### config.mk
export PLATFORM = sky130hd
export DESIGN_NAME = ulpi_link_ctrl
export DESIGN_NICKNAME = d
export VERILOG_FILES = /design/src/rtl/ulpi_link_pkg.sv /design/src/rtl/ulpi_dir_track.sv /design/src/rtl/ulpi_tx_engine.sv /design/src/rtl/ulpi_rx_capture.sv /design/src/rtl/ulpi_link_ctrl.sv
export SDC_FILE = /design/constraint.sdc
export NUM_CORES = 1
export LEC_CHECK = 0
export CAP_MARGIN = 15
export CORE_ASPECT_RATIO = 0.8
export CORE_MARGIN = 2
export CORE_UTILIZATION = 34
export DETAILED_ROUTE_END_ITERATION = 12
export HOLD_SLACK_MARGIN = 0.02
export PLACE_DENSITY = 0.76
export SYNTH_ARGS = -nofsm -noshare
export SYNTH_HDL_FRONTEND = slang
export SYNTH_SLANG_ARGS = --single-unit
### constraint.sdc
create_clock -name clk -period 1.3 [get_ports clk]
set_input_delay 0.26 -clock clk [delete_from_list [all_inputs] [get_ports clk]]
set_output_delay 0.26 -clock clk [all_outputs]
set_load 0.005 [all_outputs]
### src/rtl/ulpi_link_pkg.sv
package ulpi_link_pkg;
  typedef enum logic [2:0] {
    ST_IDLE  = 3'd0,
    ST_TX    = 3'd1,
    ST_RCMD  = 3'd2,
    ST_RDATA = 3'd3,
    ST_STOP  = 3'd4
  } tx_state_e;

  localparam logic [1:0] REG_WRITE_PREFIX = 2'b10;
endpackage

### src/rtl/ulpi_dir_track.sv
module ulpi_dir_track (
  input  logic clk,
  input  logic rst_n,
  input  logic dir,
  output logic link_owns,
  output logic phy_owns
);
  logic dir_q;

  always_ff @(posedge clk or negedge rst_n) begin
    if (!rst_n) dir_q <= 1'b0;
    else        dir_q <= dir;
  end

  // Ownership counts only after a full cycle at the same level.
  assign link_owns = !dir && !dir_q;
  assign phy_owns  = dir && dir_q;
endmodule

### src/rtl/ulpi_tx_engine.sv
module ulpi_tx_engine
  import ulpi_link_pkg::*;
#(
  parameter int DW = 8
) (
  input  logic          clk,
  input  logic          rst_n,
  input  logic          link_owns,
  input  logic          dir,
  input  logic          nxt,
  input  logic          tx_valid,
  input  logic [DW-1:0] tx_data,
  input  logic          tx_last,
  input  logic          reg_wr_req,
  input  logic [DW-3:0] reg_addr,
  input  logic [DW-1:0] reg_wr_data,
  output logic [DW-1:0] dout,
  output logic          stp,
  output logic          tx_ready,
  output logic          tx_abort,
  output logic          reg_wr_done
);
  localparam int AW = DW - 2;

  function automatic logic [DW-1:0] wr_cmd(input logic [AW-1:0] a);
    return {REG_WRITE_PREFIX, a};
  endfunction

  tx_state_e state_q, state_d;
  logic      is_reg_q;

  always_comb begin
    state_d  = state_q;
    tx_abort = 1'b0;
    unique case (state_q)
      ST_IDLE: begin
        if (link_owns) begin
          if (reg_wr_req)    state_d = ST_RCMD;
          else if (tx_valid) state_d = ST_TX;
        end
      end
      ST_TX: begin
        if (dir) begin
          tx_abort = 1'b1;
          state_d  = ST_IDLE;
        end else if (nxt && tx_valid && tx_last) begin
          state_d = ST_STOP;
        end
      end
      ST_RCMD: begin
        if (dir) begin
          tx_abort = 1'b1;
          state_d  = ST_IDLE;
        end else if (nxt) begin
          state_d = ST_RDATA;
        end
      end
      ST_RDATA: begin
        if (dir) begin
          tx_abort = 1'b1;
          state_d  = ST_IDLE;
        end else if (nxt) begin
          state_d = ST_STOP;
        end
      end
      ST_STOP: state_d = ST_IDLE;
      default: state_d = ST_IDLE;
    endcase
  end

  always_ff @(posedge clk or negedge rst_n) begin
    if (!rst_n) begin
      state_q  <= ST_IDLE;
      is_reg_q <= 1'b0;
    end else begin
      state_q <= state_d;
      if (state_q == ST_IDLE) is_reg_q <= reg_wr_req;
    end
  end

  always_comb begin
    unique case (state_q)
      ST_TX:    dout = tx_data;
      ST_RCMD:  dout = wr_cmd(reg_addr);
      ST_RDATA: dout = reg_wr_data;
      default:  dout = '0;
    endcase
  end

  assign stp         = (state_q == ST_STOP);
  assign tx_ready    = (state_q == ST_TX) && nxt && link_owns;
  assign reg_wr_done = stp && is_reg_q;

  // the stop marker lasts one cycle only
  p_stp_single_r5: assert property (@(posedge clk) disable iff (!rst_n)
    stp |=> !stp);
  // a stop marker always follows a byte accepted by the PHY
  p_stp_after_accept_r5: assert property (@(posedge clk) disable iff (!rst_n)
    stp |-> $past(nxt));
  // a byte is consumed only when the bus was ours in the prior cycle
  p_ready_owned_r4: assert property (@(posedge clk) disable iff (!rst_n)
    tx_ready |-> !$past(dir));
  // an abort always leaves the engine idle
  p_abort_release_r8: assert property (@(posedge clk) disable iff (!rst_n)
    tx_abort |=> (state_q == ST_IDLE));
endmodule

### src/rtl/ulpi_rx_capture.sv
module ulpi_rx_capture #(
  parameter int DW = 8
) (
  input  logic          clk,
  input  logic          rst_n,
  input  logic          phy_owns,
  input  logic          nxt,
  input  logic [DW-1:0] din,
  output logic          rx_valid,
  output logic [DW-1:0] rx_data,
  output logic          rxcmd_valid,
  output logic [DW-1:0] rxcmd
);
  always_ff @(posedge clk or negedge rst_n) begin
    if (!rst_n) begin
      rx_valid    <= 1'b0;
      rx_data     <= '0;
      rxcmd_valid <= 1'b0;
      rxcmd       <= '0;
    end else begin
      rx_valid    <= phy_owns && nxt;
      rxcmd_valid <= phy_owns && !nxt;
      if (phy_owns && nxt)  rx_data <= din;
      if (phy_owns && !nxt) rxcmd   <= din;
    end
  end

  // a status pulse never coincides with a data pulse
  p_rx_kinds_exclusive_r10: assert property (@(posedge clk) disable iff (!rst_n)
    !(rx_valid && rxcmd_valid));
endmodule

### src/rtl/ulpi_link_ctrl.sv
module ulpi_link_ctrl #(
  parameter int DW = 8
) (
  input  logic          clk,
  input  logic          rst_n,
  input  logic          ulpi_dir,
  input  logic          ulpi_nxt,
  input  logic [DW-1:0] ulpi_data_i,
  output logic [DW-1:0] ulpi_data_o,
  output logic          ulpi_data_oe,
  output logic          ulpi_stp,
  input  logic          tx_valid,
  input  logic [DW-1:0] tx_data,
  input  logic          tx_last,
  output logic          tx_ready,
  output logic          tx_abort,
  input  logic          reg_wr_req,
  input  logic [DW-3:0] reg_addr,
  input  logic [DW-1:0] reg_wr_data,
  output logic          reg_wr_done,
  output logic          rx_valid,
  output logic [DW-1:0] rx_data,
  output logic          rxcmd_valid,
  output logic [DW-1:0] rxcmd
);
  logic link_owns;
  logic phy_owns;

  ulpi_dir_track u_dir (
    .clk       (clk),
    .rst_n     (rst_n),
    .dir       (ulpi_dir),
    .link_owns (link_owns),
    .phy_owns  (phy_owns)
  );

  ulpi_tx_engine #(.DW(DW)) u_tx (
    .clk         (clk),
    .rst_n       (rst_n),
    .link_owns   (link_owns),
    .dir         (ulpi_dir),
    .nxt         (ulpi_nxt),
    .tx_valid    (tx_valid),
    .tx_data     (tx_data),
    .tx_last     (tx_last),
    .reg_wr_req  (reg_wr_req),
    .reg_addr    (reg_addr),
    .reg_wr_data (reg_wr_data),
    .dout        (ulpi_data_o),
    .stp         (ulpi_stp),
    .tx_ready    (tx_ready),
    .tx_abort    (tx_abort),
    .reg_wr_done (reg_wr_done)
  );

  ulpi_rx_capture #(.DW(DW)) u_rx (
    .clk         (clk),
    .rst_n       (rst_n),
    .phy_owns    (phy_owns),
    .nxt         (ulpi_nxt),
    .din         (ulpi_data_i),
    .rx_valid    (rx_valid),
    .rx_data     (rx_data),
    .rxcmd_valid (rxcmd_valid),
    .rxcmd       (rxcmd)
  );

  assign ulpi_data_oe = link_owns;

  // the bus is released in any cycle where direction has just changed
  p_turn_release_r3: assert property (@(posedge clk) disable iff (!rst_n)
    (ulpi_dir != $past(ulpi_dir)) |-> !ulpi_data_oe);
  // received data only after the PHY has held the bus past turnaround
  p_rx_after_turn_r3: assert property (@(posedge clk) disable iff (!rst_n)
    rx_valid |-> ($past(ulpi_dir) && $past(ulpi_dir, 2)));
endmodule

# ---- Word-level counts from Yosys, hierarchy flattened
# Index checks and enable logic that the tools add are counted.
dict set report classes {
  reduce_logical 15
  n_mux 13
  eq_ne 9
}
# operator count
set ops {}
lappend ops {{3-bit two-way mux} 9}
lappend ops {{8-bit case mux with 3 select lines} 1}
lappend ops {{3-bit case mux with 4 select lines} 1}
lappend ops {{1-bit logical AND} 9}
lappend ops {{3-bit != test (second input constant)} 3}
lappend ops {{3-bit by 2-bit equality test with 1-bit output (second input constant)} 2}
lappend ops {{5-bit AND reduction} 1}
lappend ops {{3-bit by 1-bit equality test with 1-bit output (second input constant)} 1}
lappend ops {{3-bit equality test (second input constant)} 1}
lappend ops {{1-bit zero test} 3}
lappend ops {{3-bit zero test} 1}
lappend ops {{3-bit by 2-bit != test with 1-bit output (second input constant)} 1}
lappend ops {{3-bit OR reduction} 1}
lappend ops {{1-bit two-way mux} 2}
lappend ops {{2-bit by 1-bit != test with 1-bit output (second input constant)} 1}
dict set report totals {
  output_inout_bits 31
  in_bits 37
  register_bits 23
}

# ---- Logic depth before layout (Yosys ltp)
# Gate-level depths: netlist of the first run.
dict set report logic_depth {
  word_depth 5
  ltp_mapped 5
}

# ---- Modules after synthesis
# Synthesis of the first run repeated with hierarchy kept, for this count alone.
dict set report unflattened {
  hier_cells 95
  area_unflattened_um2 1208.7
}
# module cells_each area_per_inst_um2 instances seq_area_each_um2
set by_module_without_submodules {}
lappend by_module_without_submodules {ulpi_rx_capture 39 699.4 1 450.4}
lappend by_module_without_submodules {ulpi_tx_engine 53 474.2 1 100.1}
lappend by_module_without_submodules {ulpi_dir_track 3 35.0 1 25.0}

# ---- Worst setup path before layout of the first run
# No wires, ideal clock.
dict set report synth_timing {
  kind {reg-to-output}
  startpoint {register u_tx.state_q[0]}
  endpoint {output ulpi_data_o[5]}
  path_buffers 1
  stages_incl_launch_ff 5
  path_slack_ns -0.058
  arrival_ns 1.098
  path_cell_list {dfrtp_1 -> buf_2 -> mux2_2 -> a22oi_1 -> nor2_1}
}
dict set report synth_between {
  elab_chain_len 2
}
# element line
set synth_rtl {}
lappend synth_rtl {{start, declared} ulpi_tx_engine.sv:29} ;# tx_state_e state_q, state_d;
lappend synth_rtl {{start signal, assigned} ulpi_tx_engine.sv:76} ;# state_q <= state_d;
lappend synth_rtl {{3-bit by 2-bit equality test with 1-bit output or 3-bit by 1-bit equality test with 1-bit output (tied branches)} ulpi_tx_engine.sv:82} ;# unique case (state_q)
lappend synth_rtl {{8-bit case mux with 3 select lines (*)} ulpi_tx_engine.sv:82}
lappend synth_rtl {{end, declared} ulpi_link_ctrl.sv:9} ;# output logic [DW-1:0] ulpi_data_o,
# Mark *: on every way between the ends. The rest lies on a longest branch, timed or not.

# ---- Final worst setup path of the first run
dict set report layout_timing {
  startpoint {register u_tx.state_q[0]}
  endpoint {output ulpi_data_o[3]}
}
# The elaborated chain is that of the path after synthesis.

==> impl_results.md, run 1 <==
- Fmax: 0.5585 GHz
- Die height: roughly 56 um
- H-tree depth: 1
- Initial antenna violation count: 0
- Avg WL per Cell: 17.44 um
- Yosys top cell area share: 0.4936
- Worst R2R Start: u_tx.state_q[1]
- PortBufs: 67
- Latest clock arrival within the worst-skew pair: 270 ps
- Setup WS post-layout: -490.6 ps
- Largest net degree at the start of global routing: 24
- Worst EP arrival: 1530 ps
- Post-synth EDFFs: 0
- Pleak: 1.173 nW
- DR vias: 1346
- CTS Buf Count: 3
- CP Max Fanout: 5
- Final setup vio count: 16
- Count leader, synth: nand2_1
- GRT met3 Usage: 0.04668
- FF-to-FF End: u_tx.state_q[0]
- Post-Synthesis Cell Area: 0.001166 mm2
- Bufs on Longest Clock Path: 2
- Slew HR: 0.7013
- CTS Root Cell: clkbuf_8
- VDD IR max: approximately 990 uV
- Fin area: 0.002389 mm2
- Gr busiest metal: met2
- Hold buffers post-CTS: 0
- Via/cell ratio: 5.098
- # IOs: 68
- Crit end category: output pin
- DRC: 0
- Worst Setup EP: ulpi_data_o[3]
- Reg2Reg Depth: 8
- Synth warn: 0
- Layout cells sized above 1: 0.4554
- Most area-hungry cell type in the Yosys netlist: dfrtp_1
- Most frequent cells after synthesis: nand2_1 (25), dfrtp_1 (23), nor2_1 (12)
- Pwr dens: 1641 mW/mm2
- Failing checks: negative setup slack
- Core Box Area: 0.003176 mm2
- Clock slew at reported path FFs: 80 ps
- Yosys cell types: 33
- CTS tree: built
- Nets@finish: 262
- Die area: 0.003917 mm2
- Initial Utilization: 0.3672
- Sum Neg Setup Slack: -5905 ps
- Worst Path Required: 1040 ps
- Crit path from: u_tx.state_q[0]
- Fin crit period: 1791 ps
- Yosys reg bits: 23
- Dpl cell area: 0.001971 mm2
- Fin crit share: 1.377
- Post-Syn Nets: 153
- Num rows: 18
- HPWL Detailed: 2846 um
- CTS Sinks: 23
- MaxCap Viol Count: 0
- Hold_ws: approximately 350 ps
- Global placer's final weighted congestion: 0.9126
- Die W: 69.48 um
- Startpoint Class: flip-flop
- Met2 global-route usage: 0.4093
- Fillers: 172
- Routed Antenna Nets: 0
- Vias in the first global route: 1433
- Max Slew Vio Count: 0
- Top post-synthesis cells by area: dfrtp_1 (49%), mux2_2 (9.7%), nand2_1 (8.0%)
- DRT Wirelength: 4604 um
- Primary FF master, synth: dfrtp_1
- Worst reg-to-reg setup slack: -340 ps
- Met1 Use GR: 0.2652
- Fin util: 0.7522
- Ys async rst share: 1.000
- Mapped Avg Cell Area: 10.05 um2
- Number of diodes: 0
- DRT iter0 DRCs: 71
- Status: complete, but fails checks
- Slew @ Worst Pin: 436.8 ps
- Overall Global Routing Usage: 0.2285
- Sequential share of the synthesized area: 0.4936
- Total congestion overflow: 0
- Setup Skew: 3.046 ps
- Area growth from synthesis to layout: 104.8%
- Crit path kind: reg2out
- Mapped Cells: 116
- HP Class: in2async
- Final hold vios: 0
- First-pass GRT wire length: 7065 um
- Unrepaired setup endpoints after global routing: true
- Drt first pass iters: 4
how the worst min path moves through the flow:
stage / slack, ps / cells past startpoint / endpoint / start
6_report: 350 / 2 / u_dir.dir_q / rst_n
4_1_cts: 340 / 2 / u_rx.rx_data[1] / rst_n
3_5_place_dp: 460 / 2 / u_rx.rxcmd[3] / u_rx.rxcmd[3]
2_1_floorplan: -40 / 0 / u_dir.dir_q / rst_n
5_1_grt: 380 / 2 / u_dir.dir_q / rst_n
3_3_place_gp: 460 / 2 / u_rx.rxcmd[0] / u_rx.rxcmd[0]
layer usage:
metal	vias to the layer above	share of wire	wire, um
met2	47	0.53	2421
met3	12	0.032	147
met4	0	0.023	105
li1	618	-	-
met1	669	0.42	1930
met5	-	0	0
what timing repair did:
action | CTS | global route
hold endpoints to repair | 0 | 0
gates cloned | 1 | 0
setup endpoints to repair | 39 | 33
pin swaps | 15 | 17
setup buffers | 19 | 11
resized for setup | 115 | 21
cell families after synthesis:
| kind of cell | count (synthesis) | share of synthesized area |
|---|---|---|
| AOI/OAI and AO/OA | 17 | 0.1062 |
| buffers and inverters | 9 | 0.04078 |
| DFF | 23 | 0.4936 |
| muxes | 16 | 0.1534 |
| and+or+nand+nor | 51 | 0.2060 |
cell type report:
class / instances / area (um2) / area share
Inverter: 3 / 16.27 / 0.006810
Clock buffer: 3 / 41.29 / 0.01729
Timing Repair Buffer: 110 / 1003 / 0.4201
Multi-Input combinational cell: 84 / 693.2 / 0.2902
Sequential cell: 23 / 579.3 / 0.2425
Tap cell: 40 / 50.05 / 0.02095
Clock inverter: 1 / 5.005 / 0.002095
report_power, final:
part	internal, W	leakage [nW]	switching (W)	total [W]
logic	0.00146	0.868	0.00103	0.00249
registers	0.000863	0.280	0.000114	0.000977
clock network	0.000215	0.0255	0.000239	0.000453
critical path, cell delays in order (launching register included):
cell and delay (ps):
dfrtp_2 470, buf_6 130, mux2_4 300, a22oi_2 170, nor2_1 70, buf_2 120
state kept, by name (all words and copies together), names as in the netlist:
signal and cells:
u_tx.state_q 3, u_rx.rx_data 8, u_rx.rxcmd_valid 1, u_tx.is_reg_q 1, u_dir.dir_q 1, u_rx.rx_valid 1
u_rx.rxcmd 8
per-stage QoR:
stage	setup slack [ps]	instances	power, W
after global placement	-576.5	233	0.002495
after floorplan	4.864	116	0.001712
after CTS	-473.1	256	0.003473
final	-490.6	264	0.003919
after global routing	-555.3	264	0.004101
after detailed placement	-618.5	233	0.002554
cell usage in the layout, fill, tap and decap left out, types with 3 or more instances in the layout:
cell,instances
clkbuf_8,3
buf_6,19
clkdlybuf4s50_1,35
dfrtp_2,3
nor2_1,9
mux2_4,12
buf_4,25
buf_2,10
mux2_2,3
dfrtp_1,20
a22oi_2,7
nand2_1,25
dlygate4sd2_1,19
Power figures use the tool's default switching activity.
==> inputs of run 2 (changes only) <==
--- a/config.mk
+++ b/config.mk
@@ -10,6 +10,7 @@
 export CORE_MARGIN = 2
 export CORE_UTILIZATION = 34
 export DETAILED_ROUTE_END_ITERATION = 12
+export GPL_ROUTABILITY_DRIVEN = 0
 export HOLD_SLACK_MARGIN = 0.02
 export PLACE_DENSITY = 0.76
 export SYNTH_ARGS = -nofsm -noshare
==> results of run 2 <==
Same layout as run 1: the final DEF is identical, and so are final timing and power.
==> inputs of run 3 (changes only) <==
--- a/config.mk
+++ b/config.mk
@@ -11,6 +11,7 @@
 export CORE_UTILIZATION = 34
 export DETAILED_ROUTE_END_ITERATION = 12
 export GPL_ROUTABILITY_DRIVEN = 0
+export GPL_TIMING_DRIVEN = 0
 export HOLD_SLACK_MARGIN = 0.02
 export PLACE_DENSITY = 0.76
 export SYNTH_ARGS = -nofsm -noshare
==> run 3 against run 2 <==
Net effect:
- first-iteration DRC count down 49%
- core utilization decreased by 2.4 points
- largest power group unchanged
- cell count is 3.4% lower
- highest routed layer unchanged
- the flow still finishes with violations (negative setup slack)
- design area is 3.1% lower
- largest cell class unchanged
- clock power fell by 3%
- via count decreased by 1.1%
- maximum frequency is 1.2% lower
- die area did not move
==> impl_results.md, run 3 (synthesis gave the netlist of run 1 again) <==
- Die area: 0.003917 mm2 (unchanged)
- Slew @ Worst Pin: 997.7 ps (+560.9 ps)
- Worst Path Required: 1040 ps (about the same)
- Comb pwr share: 0.653 (+0.018)
- Setup Skew: 8.241 ps (+5.195 ps)
- Crit path kind: reg2out
- Final hold vios: 0 (unchanged)
- Final setup vio count: 16 (unchanged)
- Sum Neg Setup Slack: -5549 ps (+355.7 ps)
- Overall Global Routing Usage: 0.2278 (-0.0006816)
- Flop pwr share: 0.237 (-0.012)
- Slew HR: 0.3349 (-0.3664)
- Startpoint Class: flip-flop
- Power Internal: 0.002559 W (+1.0%)
- Placed Instances: 223 (-4.3%)
- VDD IR max: 963.8 uV (-3.1%)
- Setup WS post-layout: -511.5 ps (-20.92 ps)
- Avg WL per Cell: 18.97 um (+8.8%)
- DRT iter0 DRCs: 36 (-49%)
- Design Power: 0.003972 W (+1.3%)
- Area growth from synthesis to layout: 98.39%
- Largest registers: u_rx.rx_data (8), u_rx.rxcmd (8), u_tx.state_q (3)
- First-pass GRT wire length: 6969 um (-1.4%)
- Most frequent cells in the layout: clkdlybuf4s50_1 (33), nand2_1 (24), dfrtp_1 (21)
- CTS Root Cell: clkbuf_8
- Nets@finish: 253 (-3.4%)
- Die W: 69.48 um (unchanged)
- Clock slew at reported path FFs: 80 ps (about the same)
- HPWL Detailed: 2661 um (-6.5%)
- MaxCap Viol Count: 0 (unchanged)
- Max Slew Vio Count: 0 (unchanged)
- HP Class: in2async
- Fin crit share: 1.393 (+0.01609)
- Worst EP arrival: 1550 ps (+20 ps)
- Fmax: 0.5520 GHz (-1.2%)
- # IOs: 68 (unchanged)
- Latest clock arrival within the worst-skew pair: 270 ps (about the same)
- Initial Utilization: 0.3672 (unchanged)
- Routed Antenna Nets: 0 (unchanged)
- Core Box Area: 0.003176 mm2 (unchanged)
- CP Max Fanout: 5 (unchanged)
- Drt first pass iters: 4 (unchanged)
- DRC: 0 (unchanged)
- Unrepaired setup endpoints after global routing: true
- H-tree depth: 1 (unchanged)
- Num rows: 18 (unchanged)
- Failing checks: negative setup slack
- CTS Sinks: 23 (unchanged)
- Bufs on Longest Clock Path: 2 (unchanged)
- Fin util: 0.7285 (-0.02364)
- Fillers: 205 (+19%)
- PortBufs: 67 (unchanged)
- DRT Wirelength: 4837 um (+5.1%)
- CTS Buf Count: 3 (unchanged)
- Via/cell ratio: 5.220 (+2.4%)
- Vias in the first global route: 1365 (-4.7%)
- CTS tree: built
- Most common cell after layout, fill and taps aside: clkdlybuf4s50_1
- Status: complete, but fails checks
- Clk pwr share: 0.110 (-0.006)
- Non-Filler Instances: 255 (-3.4%)
- Total congestion overflow: 0 (unchanged)
- Switching Fraction: 0.3557 (+0.002111)
- Largest net degree at the start of global routing: 24 (unchanged)
- DR vias: 1331 (-1.1%)
- Number of diodes: 0 (unchanged)
- P_sw: 0.001413 W (+1.9%)
- Die height: 56.38 um (unchanged)
- Layout cells sized above 1: 0.4140 (-0.04140)
- Crit end category: output pin
- Pwr dens: 1717 mW/mm2 (+4.6%)
- Fin crit period: 1812 ps (+20.92 ps)
- Initial antenna violation count: 0 (unchanged)
- Pleak: 1.117 nW (-4.8%)
[run 3: changes by cell type in the layout (fill, tap and decap cells not counted), sizes merged]
cell | before | now
buf | 56 | 44
clkbuf | 3 | 5
clkdlybuf4s50 | 35 | 33
bufbuf | 0 | 1
clkdlybuf4s15 | 0 | 1
clkinv | 1 | 0
dlygate4sd2 | 19 | 20
dlymetal6s2s | 0 | 1
[run 3: final cells by class]
cell class	count	area [um2]	share of cell area
timing repair buffer	96	877.1	0.3791
sequential	23	578.1	0.2499
multi-input combinational	84	689.4	0.2980
tap	40	50.05	0.02163
buffer	5	62.56	0.02704
clock buffer	4	45.04	0.01947
inverter	3	11.26	0.004867
[run 3: worst max-delay path, stage by stage, from the launching register on]
cell     delay (ps)
dfrtp_1         390
buf_6           140
buf_6           120
mux2_4          290
a22oi_2         130
nor2_1           70
buf_2           140
[run 3: layer usage]
layer,part of all wire,GRT usage
met1,0.38,0.2588
met2,0.54,0.4286
met3,0.037,0.03770
met4,0.039,0.08403
met5,0,0
[run 3: path summary, 6_finish.rpt]
path	start	endpoint	slack (ps)	cells after the start
max in group asynchronous	rst_n	u_tx.state_q[2]	350	1
max	u_tx.state_q[0]	ulpi_data_o[0]	-510	6
max reg2reg	u_tx.state_q[1]	u_tx.state_q[0]	-310	6
min	rst_n	u_rx.rx_data[1]	270	1
min reg2reg	u_rx.rxcmd[1]	u_rx.rxcmd[1]	480	2
min in group clk	ulpi_dir	u_dir.dir_q	280	1
[run 3: power by group through the flow]
stage	logic, W	clock network, W	registers [W]
global route	0.00271	0.000474	0.000953
CTS	0.00227	0.000440	0.000934
detailed placement	0.00154	0	0.000950
global placement	0.00149	0	0.000939
floorplan	0.000768	0	0.000944
finish	0.00259	0.000438	0.000940
[run 3: what timing repair did]
action	CTS	global route
buffers inserted	23	5
setup endpoints to repair	51	20
pin swaps	14	16
gates resized for setup	108	16
cloned	1	0
hold buffers	0	0
[run 3: stage by stage]
step           worst slack (ps)  instance area [um2]  hold WS [ps]
2_1_floorplan             4.864                 1172        -35.59
3_3_place_gp             -685.6                 1893         458.7
3_5_place_dp             -704.1                 1893         465.5
4_1_cts                  -521.3                 2237         269.3
5_1_grt                  -566.5                 2313         287.7
6_report                 -511.5                 2313         266.6
